===== src/rtl/wuc_pkg.sv =====
package wuc_pkg;
  localparam int TYPE_W = 4;
  localparam int SYNC_W = 8;
  localparam logic [SYNC_W-1:0] SYNC_WORD = 8'b10101011;
  localparam logic [TYPE_W-1:0] T_WAKE  = 4'h3;
  localparam logic [TYPE_W-1:0] T_RELAY = 4'h6;
  typedef enum logic [1:0] {C_SLEEP, C_RX, C_TX} ctl_state_t;
endpackage


===== src/rtl/wuc_manchester_rx.sv =====
module wuc_manchester_rx #(
  parameter int HALF_BIT = 8,
  parameter int NBITS    = 21
) (
  input  logic             clk,
  input  logic             rst,
  input  logic             en,
  input  logic             line_i,
  output logic             busy_o,
  output logic             done_o,
  output logic             abort_o,
  output logic [NBITS-1:0] bits_o
);
  localparam int CW = $clog2(3 * HALF_BIT);
  localparam int IW = $clog2(NBITS + 1);
  localparam logic [CW-1:0] SAMPLE_AT = CW'(HALF_BIT + HALF_BIT / 2);
  localparam logic [CW-1:0] LATE_AT   = CW'(HALF_BIT);
  localparam logic [CW-1:0] PRELOAD   = CW'(HALF_BIT);

  typedef enum logic [1:0] {R_IDLE, R_SAMPLE, R_EDGE} rx_state_t;
  rx_state_t       st;
  logic [2:0]      sync_q;
  logic [CW-1:0]   cnt;
  logic [IW-1:0]   nbit;
  logic            half1;
  logic            line_s, line_p;

  assign line_s = sync_q[1];
  assign line_p = sync_q[2];
  assign busy_o = (st != R_IDLE);

  // Timing is re-anchored on every mid-bit transition.
  always_ff @(posedge clk) begin
    if (rst) begin
      st      <= R_IDLE;
      sync_q  <= '0;
      cnt     <= '0;
      nbit    <= '0;
      half1   <= 1'b0;
      done_o  <= 1'b0;
      abort_o <= 1'b0;
      bits_o  <= '0;
    end else begin
      sync_q  <= {sync_q[1:0], line_i};
      done_o  <= 1'b0;
      abort_o <= 1'b0;
      case (st)
        R_IDLE: if (en && line_s && !line_p) begin
          st   <= R_SAMPLE;
          cnt  <= PRELOAD;
          nbit <= '0;
        end
        R_SAMPLE: if (cnt == SAMPLE_AT) begin
          half1 <= line_s;
          cnt   <= '0;
          st    <= R_EDGE;
        end else begin
          cnt <= cnt + 1'b1;
        end
        R_EDGE: if (line_s != half1) begin
          bits_o <= {bits_o[NBITS-2:0], half1};
          cnt    <= '0;
          if (nbit == IW'(NBITS - 1)) begin
            done_o <= 1'b1;
            st     <= R_IDLE;
          end else begin
            nbit <= nbit + 1'b1;
            st   <= R_SAMPLE;
          end
        end else if (cnt == LATE_AT) begin
          abort_o <= 1'b1;
          st      <= R_IDLE;
        end else begin
          cnt <= cnt + 1'b1;
        end
        default: st <= R_IDLE;
      endcase
    end
  end

  assert_done_abort_excl_R8: assert property (@(posedge clk) disable iff (rst)
    !(done_o && abort_o));
endmodule


===== src/rtl/wuc_manchester_tx.sv =====
module wuc_manchester_tx #(
  parameter int HALF_BIT = 8,
  parameter int NBITS    = 21
) (
  input  logic             clk,
  input  logic             rst,
  input  logic             start_i,
  input  logic [NBITS-1:0] frame_i,
  output logic             data_o,
  output logic             en_o,
  output logic             done_o
);
  localparam int HW = $clog2(HALF_BIT + 1);
  localparam int IW = $clog2(NBITS + 1);
  localparam logic [HW-1:0] HALF_LAST = HW'(HALF_BIT - 1);

  logic [NBITS-1:0] sh;
  logic [HW-1:0]    hc;
  logic [IW-1:0]    left;
  logic             second;

  always_ff @(posedge clk) begin
    if (rst) begin
      sh     <= '0;
      hc     <= '0;
      left   <= '0;
      second <= 1'b0;
      data_o <= 1'b0;
      en_o   <= 1'b0;
      done_o <= 1'b0;
    end else begin
      done_o <= 1'b0;
      if (!en_o) begin
        if (start_i) begin
          en_o   <= 1'b1;
          data_o <= frame_i[NBITS-1];
          sh     <= frame_i;
          hc     <= '0;
          second <= 1'b0;
          left   <= IW'(NBITS - 1);
        end
      end else if (hc != HALF_LAST) begin
        hc <= hc + 1'b1;
      end else begin
        hc <= '0;
        if (!second) begin
          second <= 1'b1;
          data_o <= ~sh[NBITS-1];
        end else if (left == '0) begin
          en_o   <= 1'b0;
          data_o <= 1'b0;
          done_o <= 1'b1;
        end else begin
          second <= 1'b0;
          left   <= left - 1'b1;
          sh     <= {sh[NBITS-2:0], 1'b0};
          data_o <= sh[NBITS-2];
        end
      end
    end
  end

  assert_quiet_when_off_R11: assert property (@(posedge clk) disable iff (rst)
    $fell(en_o) |-> done_o);
endmodule


===== src/rtl/wakeup_ctrl.sv =====
module wakeup_ctrl
  import wuc_pkg::*;
#(
  parameter int HALF_BIT = 8,
  parameter int ADDR_W   = 8
) (
  input  logic              clk,
  input  logic              rst,
  input  logic              rx_line,
  input  logic              host_req,
  input  logic              cfg_we,
  input  logic              cfg_sel,
  input  logic [ADDR_W-1:0] cfg_addr,
  output logic              tx_data,
  output logic              tx_en,
  output logic              host_wake,
  output logic              lp_req
);
  localparam int NBITS = SYNC_W + TYPE_W + ADDR_W + 1;

  ctl_state_t        st;
  logic [ADDR_W-1:0] own_q, hop_q;
  logic              rx_busy, rx_done, rx_abort, tx_done, tx_go;
  logic [NBITS-1:0]  rx_bits, out_frame;
  logic [SYNC_W-1:0] f_sync;
  logic [TYPE_W-1:0] f_type;
  logic [ADDR_W-1:0] f_addr;
  logic              f_ok;

  wuc_manchester_rx #(.HALF_BIT(HALF_BIT), .NBITS(NBITS)) u_rx (
    .clk(clk), .rst(rst), .en(st != C_TX), .line_i(rx_line),
    .busy_o(rx_busy), .done_o(rx_done), .abort_o(rx_abort), .bits_o(rx_bits));

  wuc_manchester_tx #(.HALF_BIT(HALF_BIT), .NBITS(NBITS)) u_tx (
    .clk(clk), .rst(rst), .start_i(tx_go), .frame_i(out_frame),
    .data_o(tx_data), .en_o(tx_en), .done_o(tx_done));

  assign f_sync    = rx_bits[NBITS-1 -: SYNC_W];
  assign f_type    = rx_bits[ADDR_W+1 +: TYPE_W];
  assign f_addr    = rx_bits[1 +: ADDR_W];
  assign f_ok      = (f_sync == SYNC_WORD) && !(^rx_bits[ADDR_W+TYPE_W:0])
                     && (f_addr == own_q);
  assign out_frame = {SYNC_WORD, T_WAKE, hop_q, ^{T_WAKE, hop_q}};

  always_ff @(posedge clk) begin
    if (rst) begin
      st        <= C_SLEEP;
      own_q     <= '0;
      hop_q     <= '0;
      host_wake <= 1'b0;
      lp_req    <= 1'b1;
      tx_go     <= 1'b0;
    end else begin
      host_wake <= 1'b0;
      tx_go     <= 1'b0;
      if (cfg_we) begin
        if (cfg_sel) hop_q <= cfg_addr;
        else         own_q <= cfg_addr;
      end
      case (st)
        C_SLEEP: if (rx_busy) begin
          st     <= C_RX;
          lp_req <= 1'b0;
        end else if (host_req) begin
          st     <= C_TX;
          lp_req <= 1'b0;
          tx_go  <= 1'b1;
        end
        C_RX: if (rx_abort) begin
          st     <= C_SLEEP;
          lp_req <= 1'b1;
        end else if (rx_done) begin
          if (f_ok && f_type == T_WAKE) begin
            host_wake <= 1'b1;
            st        <= C_SLEEP;
            lp_req    <= 1'b1;
          end else if (f_ok && f_type == T_RELAY) begin
            st    <= C_TX;
            tx_go <= 1'b1;
          end else begin
            st     <= C_SLEEP;
            lp_req <= 1'b1;
          end
        end
        C_TX: if (tx_done) begin
          st     <= C_SLEEP;
          lp_req <= 1'b1;
        end
        default: st <= C_SLEEP;
      endcase
    end
  end

  assert_txen_in_tx_R11: assert property (@(posedge clk) disable iff (rst)
    tx_en |-> (st == C_TX));
  assert_back_to_lp_R11: assert property (@(posedge clk) disable iff (rst)
    $fell(tx_en) |=> lp_req);
  assert_wake_one_cycle_R4: assert property (@(posedge clk) disable iff (rst)
    host_wake |=> !host_wake);
  assert_one_outcome_R4: assert property (@(posedge clk) disable iff (rst)
    !(host_wake && tx_en));
  assert_lp_quiet_R1: assert property (@(posedge clk) disable iff (rst)
    lp_req |-> (!tx_en && !tx_data));
endmodule


===== config.mk =====
export PLATFORM = sky130hd
export DESIGN_NAME = wakeup_ctrl
export DESIGN_NICKNAME = d
export VERILOG_FILES = /design/src/rtl/wuc_pkg.sv /design/src/rtl/wuc_manchester_rx.sv /design/src/rtl/wuc_manchester_tx.sv /design/src/rtl/wakeup_ctrl.sv
export SDC_FILE = /design/constraint.sdc
export NUM_CORES = 1
export LEC_CHECK = 0
export BUFFER_PORTS_ARGS = -buffer_cell sky130_fd_sc_hd__buf_2
export CAP_MARGIN = 20
export CELL_PAD_IN_SITES_DETAIL_PLACEMENT = 2
export CELL_PAD_IN_SITES_GLOBAL_PLACEMENT = 2
export CORE_AREA = 2 2 159 99
export DETAILED_ROUTE_END_ITERATION = 8
export DIE_AREA = 0 0 161 101
export PLACE_DENSITY_LB_ADDON = 0.1
export SYNTH_ARGS = -nofsm -noshare
export SYNTH_HDL_FRONTEND = slang
export SYNTH_SLANG_ARGS = --single-unit

===== constraint.sdc =====
create_clock -name clk -period 4.2 [get_ports clk]
set_clock_uncertainty 0.1 [all_clocks]
set_input_delay 0.63 -clock clk [delete_from_list [all_inputs] [get_ports clk]]
set_output_delay 0.63 -clock clk [all_outputs]
set_load 0.05 [all_outputs]

Word level (Yosys, flattened, before mapping)
Index checks and enable logic that the tools add are counted.
{"block": "word_totals", "input_bits": 14, "reg_bits": 94, "wordCells": 162}
{"block": "classes", "n_reduce_logical": 33, "addsub": 4, "n_eq_ne": 27, "n_bitwise": 8, "n_mux": 69}
{"op": "21-bit two-way mux", "n": 5}
{"op": "5-bit two-way mux", "n": 12}
{"op": "1-bit two-way mux", "n": 32}
{"op": "2-bit two-way mux", "n": 11}
{"op": "5-bit case mux with 3 select lines", "n": 1}
{"op": "13-bit parity", "n": 1}
{"op": "4-bit two-way mux", "n": 3}
{"op": "2-bit case mux with 3 select lines", "n": 2}
{"op": "12-bit parity", "n": 1}
{"op": "5-bit by 1-bit adder with 5-bit output, second input constant", "n": 2}
{"op": "5-bit by 4-bit == test with 1-bit output, second input constant", "n": 2}
{"op": "2-bit != test, second input constant", "n": 5}
{"op": "5-bit case mux with 2 select lines", "n": 1}
{"op": "2-bit AND reduction", "n": 5}
{"op": "3-bit AND reduction", "n": 3}
{"op": "8-bit == test", "n": 1}
{"op": "8-bit == test, second input constant", "n": 1}
{"op": "2-bit by 1-bit != test with 1-bit output, second input constant", "n": 4}
{"op": "4-bit by 3-bit != test with 1-bit output, second input constant", "n": 2}
{"op": "1-bit NOT", "n": 8}
{"op": "4-bit AND reduction", "n": 2}
{"op": "4-bit OR reduction", "n": 2}
{"op": "1-bit logical AND", "n": 6}
{"op": "3-bit by 1-bit != test with 1-bit output, second input constant", "n": 2}
{"op": "19 further kinds", "n": 27}

Depth between registers and ports, before layout
Gate-level depths: netlist of the first run.
{"block": "depth", "depth_word": 10, "ltp_mapped": 8}

Cells and area by module
Synthesis of the first run repeated with hierarchy kept, for this count alone.
{"block": "unflattened", "hier_cells": 520, "area_unflattened_um2": 4689.5}
{"module": "wuc_manchester_rx", "seq_area_each_um2": 780.7, "instances": 1, "cells_per_inst": 214, "area_each_um2": 1775.5}
{"module": "wuc_manchester_tx", "seq_area_each_um2": 680.7, "instances": 1, "cells_per_inst": 175, "area_each_um2": 1736.7}
{"module": "wakeup_ctrl", "seq_area_each_um2": 420.4, "instances": 1, "cells_per_inst": 131, "area_each_um2": 1177.4}

Worst setup path before layout of the first run
OpenSTA, ideal clock, no wires.
{"block": "synth_path", "path_kind": "reg2reg", "from": "register u_tx.en_o", "to": "register u_tx.sh[10]", "required_time_ns": 4.009, "period_less_slack_ns": 1.873, "n_path_buf": 2, "setup_ns": 0.091, "path_stages_with_launch": 7, "arrival_time_ns": 1.682, "path_slack_ns": 2.327, "cell_sequence": "dfxtp_1 -> buf_2 -> nor2b_1 -> a21o_1 -> and2_1 -> buf_2 -> a311oi_1"}
{"block": "synth_via", "elab_chain_cells": 2, "elab_cells_between_ends": 6, "classes_between": "3 x eq/ne; 1 x mux; 2 x reduce/logical"}
{"element": "from (decl)", "line_no": "wuc_manchester_tx.sv:10", "text": "output logic en_o,"}
{"element": "from (signal assigned)", "line_no": "wuc_manchester_tx.sv:29", "text": "en_o <= 1'b0;"}
{"element": "from (signal assigned)", "line_no": "wuc_manchester_tx.sv:35", "text": "en_o <= 1'b1;"}
{"element": "from (signal assigned)", "line_no": "wuc_manchester_tx.sv:50", "text": "en_o <= 1'b0;"}
{"element": "2-bit != test (no source line) / 2-bit nonzero test (equally long branches)"}
{"element": "4-bit AND reduction (no source line)"}
{"element": "to (signal assigned)", "line_no": "wuc_manchester_tx.sv:37", "text": "sh <= frame_i;"}
{"element": "to (signal assigned)", "line_no": "wuc_manchester_tx.sv:56", "text": "sh <= {sh[NBITS-2:0], 1'b0};"}
{"element": "to (decl)", "line_no": "wuc_manchester_tx.sv:17", "text": "logic [NBITS-1:0] sh;"}
Several ways; a longest one is shown, not always the timed one.
A chain may end at the register's enable or synchronous reset.

Worst setup path after layout of the first run
{"block": "layout_path", "from": "register u_tx.en_o", "to": "register u_tx.left[1]"}
{"block": "layout_via", "elab_chain_cells": 2, "elab_cells_between_ends": 6, "classes_between": "3 x eq/ne; 1 x mux; 2 x reduce/logical"}
{"element": "2-bit != test (no source line) / 2-bit nonzero test (equally long branches)"}
{"element": "4-bit AND reduction (no source line)"}
{"element": "to (signal assigned)", "line_no": "wuc_manchester_tx.sv:40", "text": "left <= IW'(NBITS - 1);"}
{"element": "to (signal assigned)", "line_no": "wuc_manchester_tx.sv:55", "text": "left <= left - 1'b1;"}
{"element": "to (decl)", "line_no": "wuc_manchester_tx.sv:19", "text": "logic [IW-1:0] left;"}
Several ways; a longest one is shown, not always the timed one.

==> summary.md, run 1 <==
| Metric | Value |
|---|---|
| Global-route wire length before repair | 19,300 um |
| DRT iter0 DRCs | 108 |
| Post-route setup slack | 1.89 ns |
| GR peak layer | met2 |
| Post-Syn Nets | 540 |
| Unrepaired setup endpoints after global routing | no |
| Commonest non-fill, non-tap cells in the layout | 94 x dfxtp_1, 89 x nand2_1, 60 x a21oi_1 |
| Detail-routed via count per cell | 4.81 |
| Register area share after synthesis | about 43% |
| Compound-Gate Fraction of Synth Area | 13.8% |
| Power Dens Cells | 496 nW/um^2 |
| Endpoint, Worst Hold | u_tx.sh[19] |
| Post-synthesis async set-or-reset flop share | 0% |
| Final setup viols | 0 |
| Slowest cell delay on critical path | 0.45 ns |
| Final hold viol count | 0 |
| Hold_sp | u_tx.sh[19] |
| Maximum VDD drop | 0.000185 V |
| GR Util met3 | between 3 and 4% |
| Reg2reg setup slack | 1.89 ns |
| Dpl cell area | 4590 um^2 |
| Total grt overflow | 0 |
| Max_cap viols | 0 |
| Crit-path leading delay family | simple AND/OR/NAND/NOR gates |
| Clock-pin slew on the worst setup and hold paths | 0.07 ns |
| Fin area | 4910 um^2 |
| Synthesized area | between 4000 and 5000 um^2 |
| Slowest CP cell | or3_1 |
| Slew Limit Headroom | approximately 45% |
| EDFF count, synth | 0 |
| Worst-Skew Late Latency | 0.34 ns |
| Core area | 14,900 um^2 |
| Vias in the first global route | 3,722 |
| Routed via count | 3,485 |
| Worst hold path depth | 2 |
| Final setup TNS | 0 ns |
| Commonest non-fill, non-tap cell in the layout | dfxtp_1 |
| Outcome | finished clean |
| WL final | between 10,000 and 15,000 um |
| Hold WC Path Type | reg -> reg |
| Multi-input gate area | 2250 um^2 |
| Distinct cells, synth | 53 |
| P&R area growth vs syn | 13.4% |
| Final Core Density | 33.0% |
| Critical path startpoint category | register |
| DR DRC count | 0 |
| Synth Area in Adders | 4.05% |
| Mux cell area share after synthesis | 2.80% |
| N_diodes | 0 |
| Row cnt | 35 |
| Tcrit/Tclk final | 55.0% |
| I/O Buffers | 17 |
| Root Buffer Master | clkbuf_16 |
| Main flop type after synthesis | dfxtp_1 |
| Clock sink count | 94 |
| FMAX | 433 MHz |
| Fillers | about 1,700 |
| Worst setup EP type | register |
| Clock H-tree levels | 3 |
| Initial core utilization | between 20% and 30% |
| Routed wire length per instance | 15.6 um |
| DRT antenna net count | 0 |
| Number of CTS-inserted buffers | 9 |
| Worst slew pin tran | 0.827 ns |
| Met2 Track Usage GR | 22.4% |
| Worst flop-to-flop path startpoint | u_tx.en_o |
| Met1 Use GR | between 20% and 30% |
| Reg-to-reg critical path endpoint | u_tx.left[1] |
| Die area | 16,300 um^2 |
| Chip width | 161 um |
| Yosys warnings | 0 |
| Worst-path cell chain | buf_4 > nor2b_1 > a21o_1 > nand2_1 > or3_1 > a21oi_1 |
| Gr usage total | 15.0% |
| Dpl ws | about 1.9 ns |
| Total leakage power | 1.73 nW |
| Fin nets | 545 |
| CTS tree | done |
| Reg area | 1880 um^2 |
| Combinational family with the most area after synthesis | simple AND/OR/NAND/NOR gates |
| Seq cells post-synth | 94 |
| Worst EP arrival | 2.48 ns |
| CTS Hold Bufs | 0 |
| Share of post-route cells with drive strength above 1 | 9.77% |
| Simple-gate portion of the synthesized area | a little under a quarter |
| First drt pass iteration count | 4 |
| Max Buffers Root-to-Sink | 2 |
| Syn_area_per_cell | around 8.5 um^2 |
| Tmin final | 2.31 ns |
| DP HPWL | 8280 um |
| Largest net degree at the start of global routing | 43 |
| Initial antenna violation count | 0 |
| CTS resizes | 0 |
| XOR/XNOR share of the synthesized area | 7.74% |
| Setup CP Type | reg -> reg |
| Worst Path Max Fanout | 20 |
| CP bufs+invs | 1 |
| Height of the die | 101 um |
| GP Congestion | 0.732 |
| Post-CTS setup buffers | 0 |
| Fin. max-slew vios | 0 |
| R2r worst-path depth | 6 |
| Req. time, crit path | between 4 and 5 ns |
| IO Count | 18 |
| Post-Synthesis Cells | between 500 and 600 |
[power by group]
group / internal, mW / switching [mW] / total, mW
Clock: 0.500 / 0.366 / 0.866
Combinational: 0.187 / 0.341 / 0.529
Sequential: 0.974 / 0.0675 / 1.04
Total: 1.66 / 0.775 / 2.44
[how the worst max path moves through the flow]
stage | startpoint | end | slack, ns | cells past startpoint
after floorplan | u_tx.en_o | u_tx.sh[10] | 2.33 | 6
after global placement | u_tx.en_o | u_tx.left[1] | 2.01 | 6
after detailed placement | u_tx.en_o | u_tx.left[1] | 1.89 | 6
after CTS | u_tx.en_o | u_tx.left[1] | 1.86 | 6
after global routing | u_tx.en_o | u_tx.left[1] | 1.64 | 6
final | u_tx.en_o | u_tx.left[1] | 1.89 | 6
[Yosys cell counts (3+ instances only)]
library cell   n  area, um^2
nor2b_1       11        68.8
xor2_1        10        87.6
nor4bb_1       3        30.0
a211oi_1      11        82.6
inv_1         21        78.8
nor2_1        37         139
xnor2_2        3        48.8
buf_1          3        11.3
xnor2_1       15         131
nand3_1       27         135
a21oi_1       60         300
and2_1         3        18.8
ha_1          14         175
nand4b_1       3        26.3
o21ai_0        5        25.0
o21ai_1        4        20.0
clkbuf_1      19        71.3
nor3_1        14        70.1
dfxtp_1       94        1880
a31oi_1        3        18.8
nand4_1        6        37.5
xnor3_1        3        67.6
mux2i_1       11         110
nand2_1       89         334
buf_2          6        30.0
[cell families after synthesis]
| kind of cell | after synthesis |
|---|---|
| AOI/OAI and AO/OA | 99 |
| xor gates and xnor gates | 31 |
| buffers and inverters | 50 |
| DFF | 94 |
| muxes | 12 |
| adders and majority gates | 14 |
| and+or+nand+nor | 212 |
[sequential cells by signal, summed over array words and instances, names as in the netlist, 2 cells and up]
| register | flops |
|---|---|
| u_rx.st | 2 |
| u_tx.hc | 4 |
| u_rx.bits_o | 21 |
| hop_q | 8 |
| u_tx.sh | 21 |
| u_tx.left | 5 |
| st | 2 |
| own_q | 8 |
| u_rx.sync_q | 3 |
| u_rx.nbit | 5 |
| u_rx.cnt | 5 |
[metrics by stage]
step	hold slack [ns]	cells	total power [mW]
after floorplan	0.314	512	1.44
after global routing	0.379	725	2.60
final	0.358	725	2.44
after detailed placement	0.344	709	1.60
after CTS	0.357	725	2.48
after global placement	0.326	709	1.58
[layout make-up]
type	instances	area share, %
Multi-Input combinational cell	368	45.9
Sequential cell	94	38.3
Tap cell	203	5.17
Clock buffer	11	5.15
Timing Repair Buffer	22	2.50
Inverter	22	1.68
Clock inverter	5	1.30
[worst min-delay path: stages (launching register included)]
cell and delay (ns):
dfxtp_1 0.31, nand2_1 0.05, a21oi_1 0.05
[routing by layer]
| layer | vias to the layer above | share of wire, % |
|---|---|---|
| met4 | 0 | 0.77 |
| met5 | - | 0 |
| li1 | 1763 | - |
| met3 | 7 | 2.2 |
| met2 | 24 | 40 |
| met1 | 1691 | 57 |
(Power assumes the default switching activity.)
==> run 2, diff against run 1 <==
- clock period: 4.2 -> 2.4 ns (I/O delays scaled with it)
==> run 2 against run 1 <==
Against the previous run: cell count is 0.55% higher; wire length is 2.5% higher; first-iteration DRC count fell by 0.93%; fmax up 11%; sequential power is 75% higher; critical path depth is 1 higher; die area unchanged; design area is 0.97% higher; flip-flop and latch count stayed put; sequential share of layout area decreased by 0.37 points; critical path type unchanged.
==> summary.md, run 2 (synthesis gave the netlist of run 1 again) <==
| Metric | Value |
|---|---|
| Largest net degree at the start of global routing | 31 |
| Worst setup EP type | register |
| DRT iter0 DRCs | 107 |
| Dpl ws | 0.304 ns |
| Final setup viols | 0 |
| DRT antenna net count | 0 |
| WL final | approximately 12,000 um |
| Vias in the first global route | around 3,700 |
| Max Buffers Root-to-Sink | 2 |
| Max_cap viols | 0 |
| Fin. max-slew vios | 0 |
| Unrepaired setup endpoints after global routing | no |
| CTS resizes | 0 |
| CTS Hold Bufs | 0 |
| Inst Count DP | 713 |
| P&R area growth vs syn | 14.5% |
| Slew Limit Headroom | 57.2% |
| Worst-Skew Late Latency | 0.34 ns |
| Initial antenna violation count | 0 |
| Fin nets | 549 |
| N_diodes | 0 |
| IO Count | 18 |
| Clock sink count | 94 |
| Worst flop-to-flop path startpoint | st[0] |
| Height of the die | 101 um |
| FMAX | 479 MHz |
| Commonest non-fill, non-tap cells in the layout | 94 x dfxtp_1, 89 x nand2_1, 60 x a21oi_1 |
| Clock H-tree levels | 3 |
| Outcome | finished clean |
| Detail-routed via count per cell | 4.81 |
| Hold WC Path Type | in -> reg |
| Hold_sp | rx_line |
| First drt pass iteration count | 4 |
| Tcrit/Tclk final | 87.0% |
| Final hold viol count | 0 |
| Share of post-route cells with drive strength above 1 | 10.3% |
| Initial core utilization | 29.1% |
| Top Registers | u_rx.bits_o: 21 flops, u_tx.sh: 21 flops |
| Routed via count | about 3,500 |
| Total grt overflow | 0 |
| Fillers | approximately 1,700 |
| Number of CTS-inserted buffers | 9 |
| Critical path startpoint category | register |
| DP HPWL | 8600 um |
| Maximum VDD drop | 0.000321 V |
| Final setup TNS | 0 ns |
| Core area | 14,900 um^2 |
| Total leakage power | between 1.5 and 2 nW |
| Chip width | between 150 and 200 um |
| Setup CP Type | reg -> reg |
| Post-route setup slack | 0.313 ns |
| Req. time, crit path | 2.52 ns |
| Gr usage total | 15.3% |
| Layout Cells excl Fill | around 730 |
| DR DRC count | 0 |
| Power Dens Cells | 862 nW/um^2 |
| Routed wire length per instance | between 15 and 20 um |
| Clock-pin slew on the worst setup and hold paths | 0.07 ns |
| Global-route wire length before repair | slightly below 20,000 um |
| Root Buffer Master | clkbuf_16 |
| Row cnt | 35 |
| Worst Path Max Fanout | 5 |
| Post-CTS setup buffers | 0 |
| Commonest non-fill, non-tap cell in the layout | dfxtp_1 |
| I/O Buffers | 17 |
| CTS tree | done |
| Setup crit start | st[0] |
| Worst slew pin tran | 0.640 ns |
| GP Congestion | 0.722 |
| Tmin final | 2.09 ns |
| Worst EP arrival | 2.20 ns |
| Die area | about 16,000 um^2 |
[run 2: changes by cell type in the layout (fill, tap and decap cells not counted), sizes merged]
cell      previous run  this run
clkbuf              11        12
clkinvlp             1         0
buf                 22        26
[run 2: critical path, stage by stage, from the launching register on]
cell	delay (ns)
dfxtp_1	0.38
inv_1	0.08
ha_1	0.22
or3b_1	0.42
nand2_1	0.21
nand3b_1	0.23
o21ai_1	0.24
a21oi_1	0.08
[run 2: layer usage]
| metal | track usage [%] | part of all wire, % | vias to the layer above |
|---|---|---|---|
| li1 | - | - | 1771 |
| met1 | 22.2 | 54 | 1705 |
| met2 | 23.2 | 43 | 27 |
| met3 | 3.37 | 2.3 | 4 |
| met4 | 3.50 | 0.66 | 0 |
| met5 | 0 | 0 | - |
[run 2: where the power goes]
part | total (mW) | switching [mW] | internal (mW) | leakage (nW)
logic | 0.960 | 0.609 | 0.351 | 0.836
clock network | 1.50 | 0.624 | 0.872 | 0.154
registers | 1.82 | 0.113 | 1.70 | 0.763
[run 2: area by class of cell]
type	count	area, um^2	area share (%)
Timing Repair Buffer	26	178	3.58
Inverter	22	82.6	1.67
Multi-Input combinational cell	368	2250	45.4
Tap cell	203	254	5.12
Clock buffer	12	256	5.17
Sequential cell	94	1880	38.0
Clock inverter	4	52.6	1.06
[run 2: stage by stage]
| step | instance area [um^2] | utilization, % | total power [mW] | hold WS [ns] |
|---|---|---|---|---|
| floorplan | 4330 | - | 2.53 | 0.314 |
| global placement | 4650 | 31.2 | 2.79 | 0.329 |
| detailed placement | 4650 | 31.2 | 2.82 | 0.352 |
| CTS | 4960 | 33.3 | 4.35 | 0.158 |
| global route | 4960 | 33.3 | 4.56 | 0.158 |
| finish | 4960 | 33.3 | 4.27 | 0.167 |
[run 2: final timing paths]
check | slack, ns | cells after the start | end
worst max-delay path | 0.31 | 7 | u_rx.cnt[2]
worst min-delay path | 0.17 | 2 | u_rx.sync_q[0]
worst max register to register | 0.31 | 7 | u_rx.cnt[2]
worst min register to register | 0.36 | 2 | u_tx.sh[17]
